<file path="src/rtl/xramPkg.sv">
package xramPkg;
  localparam int BYTE_W    = 8;
  localparam int PTR_BYTES = 3;
  localparam logic [7:0] OFF_MASK = 8'h8F;

  typedef enum logic [2:0] {
    SEL_NONE,
    SEL_LO,
    SEL_MID,
    SEL_HI,
    SEL_DATA,
    SEL_BANK
  } regSelE;

  typedef struct packed {
    logic   wrLo;
    logic   wrMid;
    logic   wrHi;
    logic   wrBank;
    logic   dataAcc;
    logic   dataWr;
    regSelE rdSel;
  } ctrlStrbT;

  function automatic regSelE decodeOff(input logic [7:0] off);
    regSelE sel;
    case (off & OFF_MASK)
      8'h80, 8'h84: sel = SEL_LO;
      8'h81, 8'h85: sel = SEL_MID;
      8'h82, 8'h86: sel = SEL_HI;
      8'h83, 8'h87: sel = SEL_DATA;
      8'h8F:        sel = SEL_BANK;
      default:      sel = SEL_NONE;
    endcase
    return sel;
  endfunction
endpackage

</file>
<file path="src/rtl/xramCtrl.sv">
module xramCtrl
  import xramPkg::*;
(
  input  logic     clk,
  input  logic     rstN,
  input  logic [7:0] regOff,
  input  logic     wrStb,
  input  logic     rdStb,
  output ctrlStrbT strb
);
  regSelE sel;
  logic   isWr;
  logic   isRd;

  always_comb begin
    sel  = decodeOff(regOff);
    isWr = wrStb;
    isRd = rdStb & ~wrStb;

    strb         = '0;
    strb.wrLo    = isWr && (sel == SEL_LO);
    strb.wrMid   = isWr && (sel == SEL_MID);
    strb.wrHi    = isWr && (sel == SEL_HI);
    strb.wrBank  = isWr && (sel == SEL_BANK);
    strb.dataAcc = (isWr || isRd) && (sel == SEL_DATA);
    strb.dataWr  = isWr && (sel == SEL_DATA);
    strb.rdSel   = isRd ? sel : SEL_NONE;
  end

  // a write strobe suppresses any read select
  assert_write_wins_R11: assert property (@(posedge clk) disable iff (!rstN)
    wrStb |-> (strb.rdSel == SEL_NONE));

  // at most one register is written per cycle
  assert_single_target_R1: assert property (@(posedge clk) disable iff (!rstN)
    $onehot0({strb.wrLo, strb.wrMid, strb.wrHi, strb.wrBank, strb.dataWr}));
endmodule

</file>
<file path="src/rtl/xramPtrByte.sv">
module xramPtrByte
  import xramPkg::*;
(
  input  logic              clk,
  input  logic              rstN,
  input  logic              load,
  input  logic [BYTE_W-1:0] loadVal,
  input  logic              bump,
  output logic [BYTE_W-1:0] q,
  output logic              carryOut
);
  logic [BYTE_W-1:0] base;
  logic [BYTE_W-1:0] nextVal;

  always_comb begin
    base     = load ? loadVal : q;
    nextVal  = base + {{(BYTE_W-1){1'b0}}, bump};
    carryOut = q[BYTE_W-1] & ~nextVal[BYTE_W-1];
  end

  always_ff @(posedge clk or negedge rstN) begin
    if (!rstN) q <= '0;
    else       q <= nextVal;
  end

  // a carry is only produced by a falling bit 7
  assert_carry_edge_R5: assert property (@(posedge clk) disable iff (!rstN)
    carryOut |=> ($past(q[BYTE_W-1]) && !q[BYTE_W-1]));

  // the byte holds when neither loaded nor bumped
  assert_hold_idle_R2: assert property (@(posedge clk) disable iff (!rstN)
    (!load && !bump) |=> $stable(q));
endmodule

</file>
<file path="src/rtl/xramDatapath.sv">
module xramDatapath
  import xramPkg::*;
#(
  parameter int RAM_ADDR_W = 20,
  parameter int ROM_PAGE_W = 4,
  parameter logic [7:0] ROM_BASE_PAGE = 8'hC0,
  localparam int ROM_ADDR_W = 1 + ROM_PAGE_W + BYTE_W,
  localparam int PTR_W = PTR_BYTES * BYTE_W
)(
  input  logic                  clk,
  input  logic                  rstN,
  input  ctrlStrbT              strb,
  input  logic [BYTE_W-1:0]     wrData,
  input  logic [BYTE_W-1:0]     ramRdata,
  input  logic [7:0]            romPage,
  input  logic [7:0]            romOffset,
  output logic [RAM_ADDR_W-1:0] ramAddr,
  output logic                  ramWe,
  output logic                  ramRe,
  output logic [BYTE_W-1:0]     ramWdata,
  output logic [BYTE_W-1:0]     rdData,
  output logic [ROM_ADDR_W-1:0] romAddr
);
  logic [PTR_BYTES-1:0] loadByte;
  logic [PTR_BYTES:0]   carry;
  logic [PTR_W-1:0]     ptrFlat;
  logic [BYTE_W-1:0]    ptrLo, ptrMid, ptrHi;
  logic                 bankQ;
  logic [BYTE_W-1:0]    rdRegQ;
  logic                 dataSelQ;
  logic [7:0]           pageDelta;

  assign loadByte = {strb.wrHi, strb.wrMid, strb.wrLo};
  assign carry[0] = strb.dataAcc;

  for (genvar i = 0; i < PTR_BYTES; i++) begin : gPtr
    logic [BYTE_W-1:0] byteQ;
    logic              byteCarry;
    xramPtrByte uByte (
      .clk      (clk),
      .rstN     (rstN),
      .load     (loadByte[i]),
      .loadVal  (wrData),
      .bump     (carry[i]),
      .q        (byteQ),
      .carryOut (byteCarry)
    );
    // the top byte's carry is dropped, so the high byte wraps
    assign carry[i+1] = (i == PTR_BYTES-1) ? 1'b0 : byteCarry;
    assign ptrFlat[i*BYTE_W +: BYTE_W] = byteQ;
  end

  assign ptrLo  = ptrFlat[0 +: BYTE_W];
  assign ptrMid = ptrFlat[BYTE_W +: BYTE_W];
  assign ptrHi  = ptrFlat[2*BYTE_W +: BYTE_W];

  // RAM side: pointer modulo the RAM size
  assign ramAddr  = ptrFlat[RAM_ADDR_W-1:0];
  assign ramWe    = strb.dataWr;
  assign ramRe    = strb.dataAcc & ~strb.dataWr;
  assign ramWdata = wrData;

  // bank bit
  always_ff @(posedge clk or negedge rstN) begin
    if (!rstN)            bankQ <= 1'b0;
    else if (strb.wrBank) bankQ <= wrData[0];
  end

  // registered read-back
  always_ff @(posedge clk or negedge rstN) begin
    if (!rstN) begin
      rdRegQ   <= '0;
      dataSelQ <= 1'b0;
    end else begin
      dataSelQ <= (strb.rdSel == SEL_DATA);
      case (strb.rdSel)
        SEL_LO:   rdRegQ <= ptrLo;
        SEL_MID:  rdRegQ <= ptrMid;
        SEL_HI:   rdRegQ <= ptrHi | 8'hF0;
        SEL_BANK: rdRegQ <= {{(BYTE_W-1){1'b0}}, bankQ};
        default:  rdRegQ <= '0;
      endcase
    end
  end

  assign rdData = dataSelQ ? ramRdata : rdRegQ;

  // firmware ROM address
  assign pageDelta = romPage - ROM_BASE_PAGE;
  assign romAddr   = {bankQ, pageDelta[ROM_PAGE_W-1:0], romOffset};

  // every data access advances the low byte by one
  assert_data_advance_R6: assert property (@(posedge clk) disable iff (!rstN)
    strb.dataAcc |=> (ptrLo == $past(ptrLo) + 8'd1));

  // a data access from 0xFF in the low byte bumps the middle byte
  assert_lo_carry_R4: assert property (@(posedge clk) disable iff (!rstN)
    (strb.dataAcc && ptrLo == 8'hFF) |=> (ptrMid == $past(ptrMid) + 8'd1));

  // high byte read-back always has the top nibble set
  assert_hi_nibble_R3: assert property (@(posedge clk) disable iff (!rstN)
    (strb.rdSel == SEL_HI) |=> (rdData[7:4] == 4'hF));

  // bank only changes on a bank write
  assert_bank_hold_R8: assert property (@(posedge clk) disable iff (!rstN)
    !strb.wrBank |=> $stable(bankQ));

  // no read means zero read data next cycle
  assert_idle_read_zero_R11: assert property (@(posedge clk) disable iff (!rstN)
    (strb.rdSel == SEL_NONE) |=> (rdData == '0));

  // RAM never sees a read and a write together
  assert_ram_excl_R6: assert property (@(posedge clk) disable iff (!rstN)
    !(ramWe && ramRe));
endmodule

</file>
<file path="src/rtl/xramPort.sv">
module xramPort
  import xramPkg::*;
#(
  parameter int RAM_ADDR_W = 20,
  parameter int ROM_PAGE_W = 4,
  localparam int ROM_ADDR_W = 1 + ROM_PAGE_W + 8
)(
  input  logic                  clk,
  input  logic                  rstN,
  input  logic [7:0]            regOff,
  input  logic                  wrStb,
  input  logic                  rdStb,
  input  logic [7:0]            wrData,
  output logic [7:0]            rdData,
  output logic [RAM_ADDR_W-1:0] ramAddr,
  output logic                  ramWe,
  output logic                  ramRe,
  output logic [7:0]            ramWdata,
  input  logic [7:0]            ramRdata,
  input  logic [7:0]            romPage,
  input  logic [7:0]            romOffset,
  output logic [ROM_ADDR_W-1:0] romAddr
);
  ctrlStrbT strb;

  xramCtrl uCtrl (
    .clk    (clk),
    .rstN   (rstN),
    .regOff (regOff),
    .wrStb  (wrStb),
    .rdStb  (rdStb),
    .strb   (strb)
  );

  xramDatapath #(
    .RAM_ADDR_W (RAM_ADDR_W),
    .ROM_PAGE_W (ROM_PAGE_W)
  ) uDp (
    .clk       (clk),
    .rstN      (rstN),
    .strb      (strb),
    .wrData    (wrData),
    .ramRdata  (ramRdata),
    .romPage   (romPage),
    .romOffset (romOffset),
    .ramAddr   (ramAddr),
    .ramWe     (ramWe),
    .ramRe     (ramRe),
    .ramWdata  (ramWdata),
    .rdData    (rdData),
    .romAddr   (romAddr)
  );
endmodule

</file>
<file path="config.mk">
export PLATFORM = sky130hd
export DESIGN_NAME = xramPort
export DESIGN_NICKNAME = d
export VERILOG_FILES = /design/src/rtl/xramPkg.sv /design/src/rtl/xramCtrl.sv /design/src/rtl/xramPtrByte.sv /design/src/rtl/xramDatapath.sv /design/src/rtl/xramPort.sv
export SDC_FILE = /design/constraint.sdc
export NUM_CORES = 1
export LEC_CHECK = 0
export BUFFER_PORTS_ARGS = -buffer_cell sky130_fd_sc_hd__buf_4
export CORE_ASPECT_RATIO = 1.25
export CORE_UTILIZATION = 50
export DETAILED_ROUTE_END_ITERATION = 12
export HOLD_SLACK_MARGIN = 0.05
export PLACE_DENSITY = 0.83
export SETUP_SLACK_MARGIN = 0.2
export SLEW_MARGIN = 30
export SYNTH_ARGS = -nofsm -noshare
export SYNTH_HDL_FRONTEND = slang
export SYNTH_HIERARCHICAL = 1
export SYNTH_SLANG_ARGS = --single-unit
</file>
<file path="constraint.sdc">
create_clock -name clk -period 10.4 [get_ports clk]
set_input_delay 1.04 -clock clk [delete_from_list [all_inputs] [get_ports clk]]
set_output_delay 1.04 -clock clk [all_outputs]
set_load 0.03 [all_outputs]
</file>
-- Yosys cells after proc, flatten, opt, wreduce, memory -nomap -nowiden
Cells that the tools add are included.
- bits in registers: 34
- input bits: 44
- output and inout port bits: 51
- word-level logic and storage cells: 55
- add/sub/neg operators: 4
- equality and inequality tests: 19
- multiplexer cells: 7
- bitwise logic cells: 8
- reductions and logical operators: 11
- operators by type and width (kind ; number):
    5-bit == test, second input constant ; 9
    8-bit 2-to-1 mux ; 4
    8-bit one-hot mux with 4 select lines ; 1
    8-bit by 1-bit adder with 8-bit output ; 3
    3-bit one-hot mux with 5 select lines ; 1
    3-bit by 2-bit == test with 1-bit output, second input constant ; 4
    3-bit == test, second input constant ; 4
    2-bit OR reduction ; 4
    3-bit by 1-bit == test with 1-bit output, second input constant ; 2
    1-bit logical AND ; 6
    1-bit AND ; 4
    1-bit inverter ; 4
    4-bit by 1-bit subtractor with 4-bit output, second input constant ; 1
    3-bit 2-to-1 mux ; 1
    1-bit logical OR ; 1

-- Depth between registers and ports, before layout
- depth in word-level cells: 13
- depth in mapped cells: 18

-- Hierarchy
The synthesis kept the hierarchy.
- modules (own cells, without submodules) (module ; instances ; cells each ; area an instance (µm²) ; sequential area each (µm²)):
    xramPtrByte ; 3 ; 39 ; 455.4 ; 200.2
    xramDatapath ; 1 ; 74 ; 754.5 ; 250.2
    xramCtrl ; 1 ; 22 ; 156.4 ; 0.0

-- Least setup slack after synthesis
OpenSTA, ideal clock, no wires.
- path kind: input -> register
- from: input regOff[1]
- to: register uDp.gPtr[2].uByte.q[7]
- setup time: 119 ps
- data arrival time: 5515 ps
- slack: 4766 ps
- stages on the path: 19
- cell sequence: buf_4 > nor3_1 > buf_4 > mux2_2 > ha_1 > nand4b_1 > a21o_1 > or4_1 > a21boi_1 > ha_1 > nand4b_1 > a21o_1 > or4_1 > a21boi_1 > ha_1 > nand4b_1 > a21o_1 > or4_1 > and2_1
- RTL lines (item ; RTL line ; RTL):
    start: declaration ; xramPort.sv:10 ; input logic [7:0] regOff,
    end signal: assignment ; xramPtrByte.sv:23 ; else q <= nextVal;
    end: declaration ; xramPtrByte.sv:9 ; output logic [BYTE_W-1:0] q,

==> impl_summary.log <==
[metrics] Final nets: 282
[metrics] Syn Inst Count: 191
[metrics] Crit Path Category: in -> reg
[metrics] vias in the first global route: 1512
[metrics] Max stage delay on crit path: 0.55 ns
[metrics] TritonCTS clock tree: built
[metrics] Clock transition at path regs: 0.07 ns
[metrics] Data required, critical path: 10.58 ns
[metrics] number of vias in the routed layout: 1550
[metrics] Syn-to-layout area delta: 21.0%
[metrics] data arrival time of the critical path: 5.33 ns
[metrics] CTS hold repair buffers: 0
[metrics] Highest Clock Rate: 194 MHz
[metrics] Initial Utilization: 53.0%
[metrics] Mapped Nets: 241
[metrics] global-route congestion overflow total: 0
[metrics] share of cells above drive strength 1: 43.8%
[metrics] share of the cycle needed by the critical path after routing: 49.5%
[metrics] Die Footprint: 4340 um^2
[metrics] unrepaired setup endpoints after global routing: false
[metrics] first-pass GRT wire length: 6810 um
[metrics] largest driver fanout on the critical path: 14
[metrics] post-layout minimum cycle time: 5.15 ns
[metrics] average via count per standard cell: 5.40
[metrics] Placement Rows: 25
[metrics] wire length per cell after detailed routing: 15.0 um
[metrics] count of input and output buffers: 63
[metrics] postcts setup bufs: 0
[metrics] leakage power total: 1.09 nW
[metrics] DR DRC count: 0
[metrics] # resized after CTS: 0
[metrics] PD cells: 228 nW/um^2
[metrics] sum of net half-perimeters after detailed placement: 3290 um
[metrics] antenna-violating nets left: 0
[metrics] Least-Margin Pin Slew: 0.949 ns
[metrics] total power of the final layout: 0.564 mW
[metrics] hold crit path type: reg -> reg
[metrics] largest net degree at the start of global routing: 31
[metrics] Critical Path Source Type: primary input
[metrics] gpl congestion: 0.845
[metrics] die outline width: 59.1 um
[metrics] H-tree depth reported by CTS: 2
[metrics] count of pins on the block boundary: 95
[metrics] largest voltage drop on the vdd net: 161 uV
[metrics] setup TNS after final layout: 0 ns
[metrics] Slew HR: 36.4%
[metrics] antenna violations before repair: 0
[metrics] Reg2Reg Setup Slack: 6.33 ns
[metrics] final-report max-slew violation count: 0
[metrics] Clock Tree Root: sky130_fd_sc_hd__clkbuf_8
[metrics] non-filler cells in the finished layout: 287
[metrics] initial DRC count: 46
[metrics] crit path capture type: flip-flop
[metrics] clock sinks: 30
[metrics] number of CTS-inserted buffers: 5
[metrics] mean instance size in the synthesized netlist: 10.7 um^2
[metrics] Layout Utilization: 64.2%
[metrics] floorplan core area: 3850 um^2
[metrics] worst-path cell with the longest stage delay: sky130_fd_sc_hd__or4_1
[metrics] total wire length: 4300 um
[metrics] largest delay contributor family on the critical path: simple AND/OR/NAND/NOR gates
[metrics] YS warnings: 6
[metrics] clock latency of the later-clocked register in the worst-skew pair: 0.29 ns
[metrics] cell chain of the critical path: buf_4 > nand3b_4 > nor3_1 > buf_4 > mux2_2 > ha_1 > nand4b_1 > a21o_1 > or4_1 > a21boi_1 > ha_1 > nand4_1 > a21o_1 > or4_1 > a21boi_1 > ha_1 > nand4_1 > a21o_1 > and2_2
[metrics] Chip Height: 73.4 um
[metrics] Total GRT Usage: 21.3%
[metrics] count of buffer and inverter cells on the critical path: 2
[metrics] max-capacitance violation count: 0
[metrics] Setup-failing EPs final: 0
[metrics] final-report hold violation count: 0
[metrics] number of optimization iterations in the first detailed-route pass: 4
[metrics] clock tree buffer depth: 2
[metrics] result of the run: finished, final reports clean
[metrics] number of instances in the placed design: 279
[metrics] Antenna diodes: 0
[metrics] netlist area before placement: 2040 um^2
[metrics] clock skew after layout: 0.00494 ns
-- metrics by stage --
step           worst slack (ns)  hold slack, ns  instance area, um^2
2_1_floorplan              5.32           0.504                 2040
3_3_place_gp               5.06           0.541                 2360
3_5_place_dp               4.95           0.556                 2360
4_1_cts                    5.24           0.570                 2470
5_1_grt                    5.01           0.595                 2470
6_report                   5.25           0.556                 2470
-- layer usage --
layer | wire (um) | part of all wire [%] | GRT usage (%) | vias to the layer above
li1 | - | - | - | 748
met1 | 1730 | 40 | 24.6 | 747
met2 | 2300 | 53 | 36.4 | 48
met3 | 211 | 4.9 | 4.93 | 7
met4 | 66 | 1.5 | 10.8 | 0
met5 | 0 | 0 | 0 | -
-- path summary, 6_finish.rpt --
check | cells past startpoint | endpoint | from
max in group asynchronous | 1 | uDp/gPtr[1].uByte/q[1] | rstN
min in group asynchronous | 1 | uDp/gPtr[1].uByte/q[0] | rstN
min reg2reg | 1 | uDp/bankQ | uDp/bankQ
max reg2reg | 15 | uDp/gPtr[2].uByte/q[3] | uDp/gPtr[0].uByte/q[0]
max | 19 | uDp/gPtr[2].uByte/q[3] | regOff[3]
min | 1 | uDp/bankQ | uDp/bankQ
-- report_power, final --
group | internal (mW) | switching, mW | total, mW
Combinational | 0.107 | 0.146 | 0.254
Clock | 0.0704 | 0.0449 | 0.115
Sequential | 0.154 | 0.0408 | 0.195
-- cell usage in the layout, fill, tap and decap left out, drive strengths merged, types with 3 or more instances in the layout --
| cell | instances |
|---|---|
| nor3b | 3 |
| nor3 | 3 |
| a211oi | 4 |
| dfrtp | 30 |
| nand4b | 3 |
| nor2 | 7 |
| a21oi | 9 |
| mux2i | 17 |
| nand4 | 5 |
| ha | 6 |
| buf | 66 |
| nand2 | 5 |
| a21o | 3 |
| and2 | 5 |
| o21ai | 6 |
| clkbuf | 5 |
| nand3 | 4 |
| xnor2 | 8 |
| mux2 | 15 |
-- cell type report --
cell class	instances	area [um^2]
Clock buffer	5	68.8
Sequential cell	30	751
Clock inverter	3	40.0
Tap cell	54	67.6
Fill cell	312	1380
Multi-Input combinational cell	127	1040
Timing Repair Buffer	66	495
Inverter	2	7.51
-- flip-flops by register name, indices dropped and copies added (netlist names) --
name              count
uDp/bankQ             1
uDp/gPtr.uByte/q     20
uDp/rdRegQ            8
uDp/dataSelQ          1
-- worst reg2reg max path: cells and delay by family (launching register included) --
family / cells / cell delay [ns]
flip-flops: 1 / 0.39
AO/OA/AOI/OAI: 5 / 1.09
AND/OR/NAND/NOR: 6 / 1.68
adder cells (fa/ha/maj): 3 / 0.66
multiplexers: 1 / 0.16
Power figures use the tool's default switching activity.
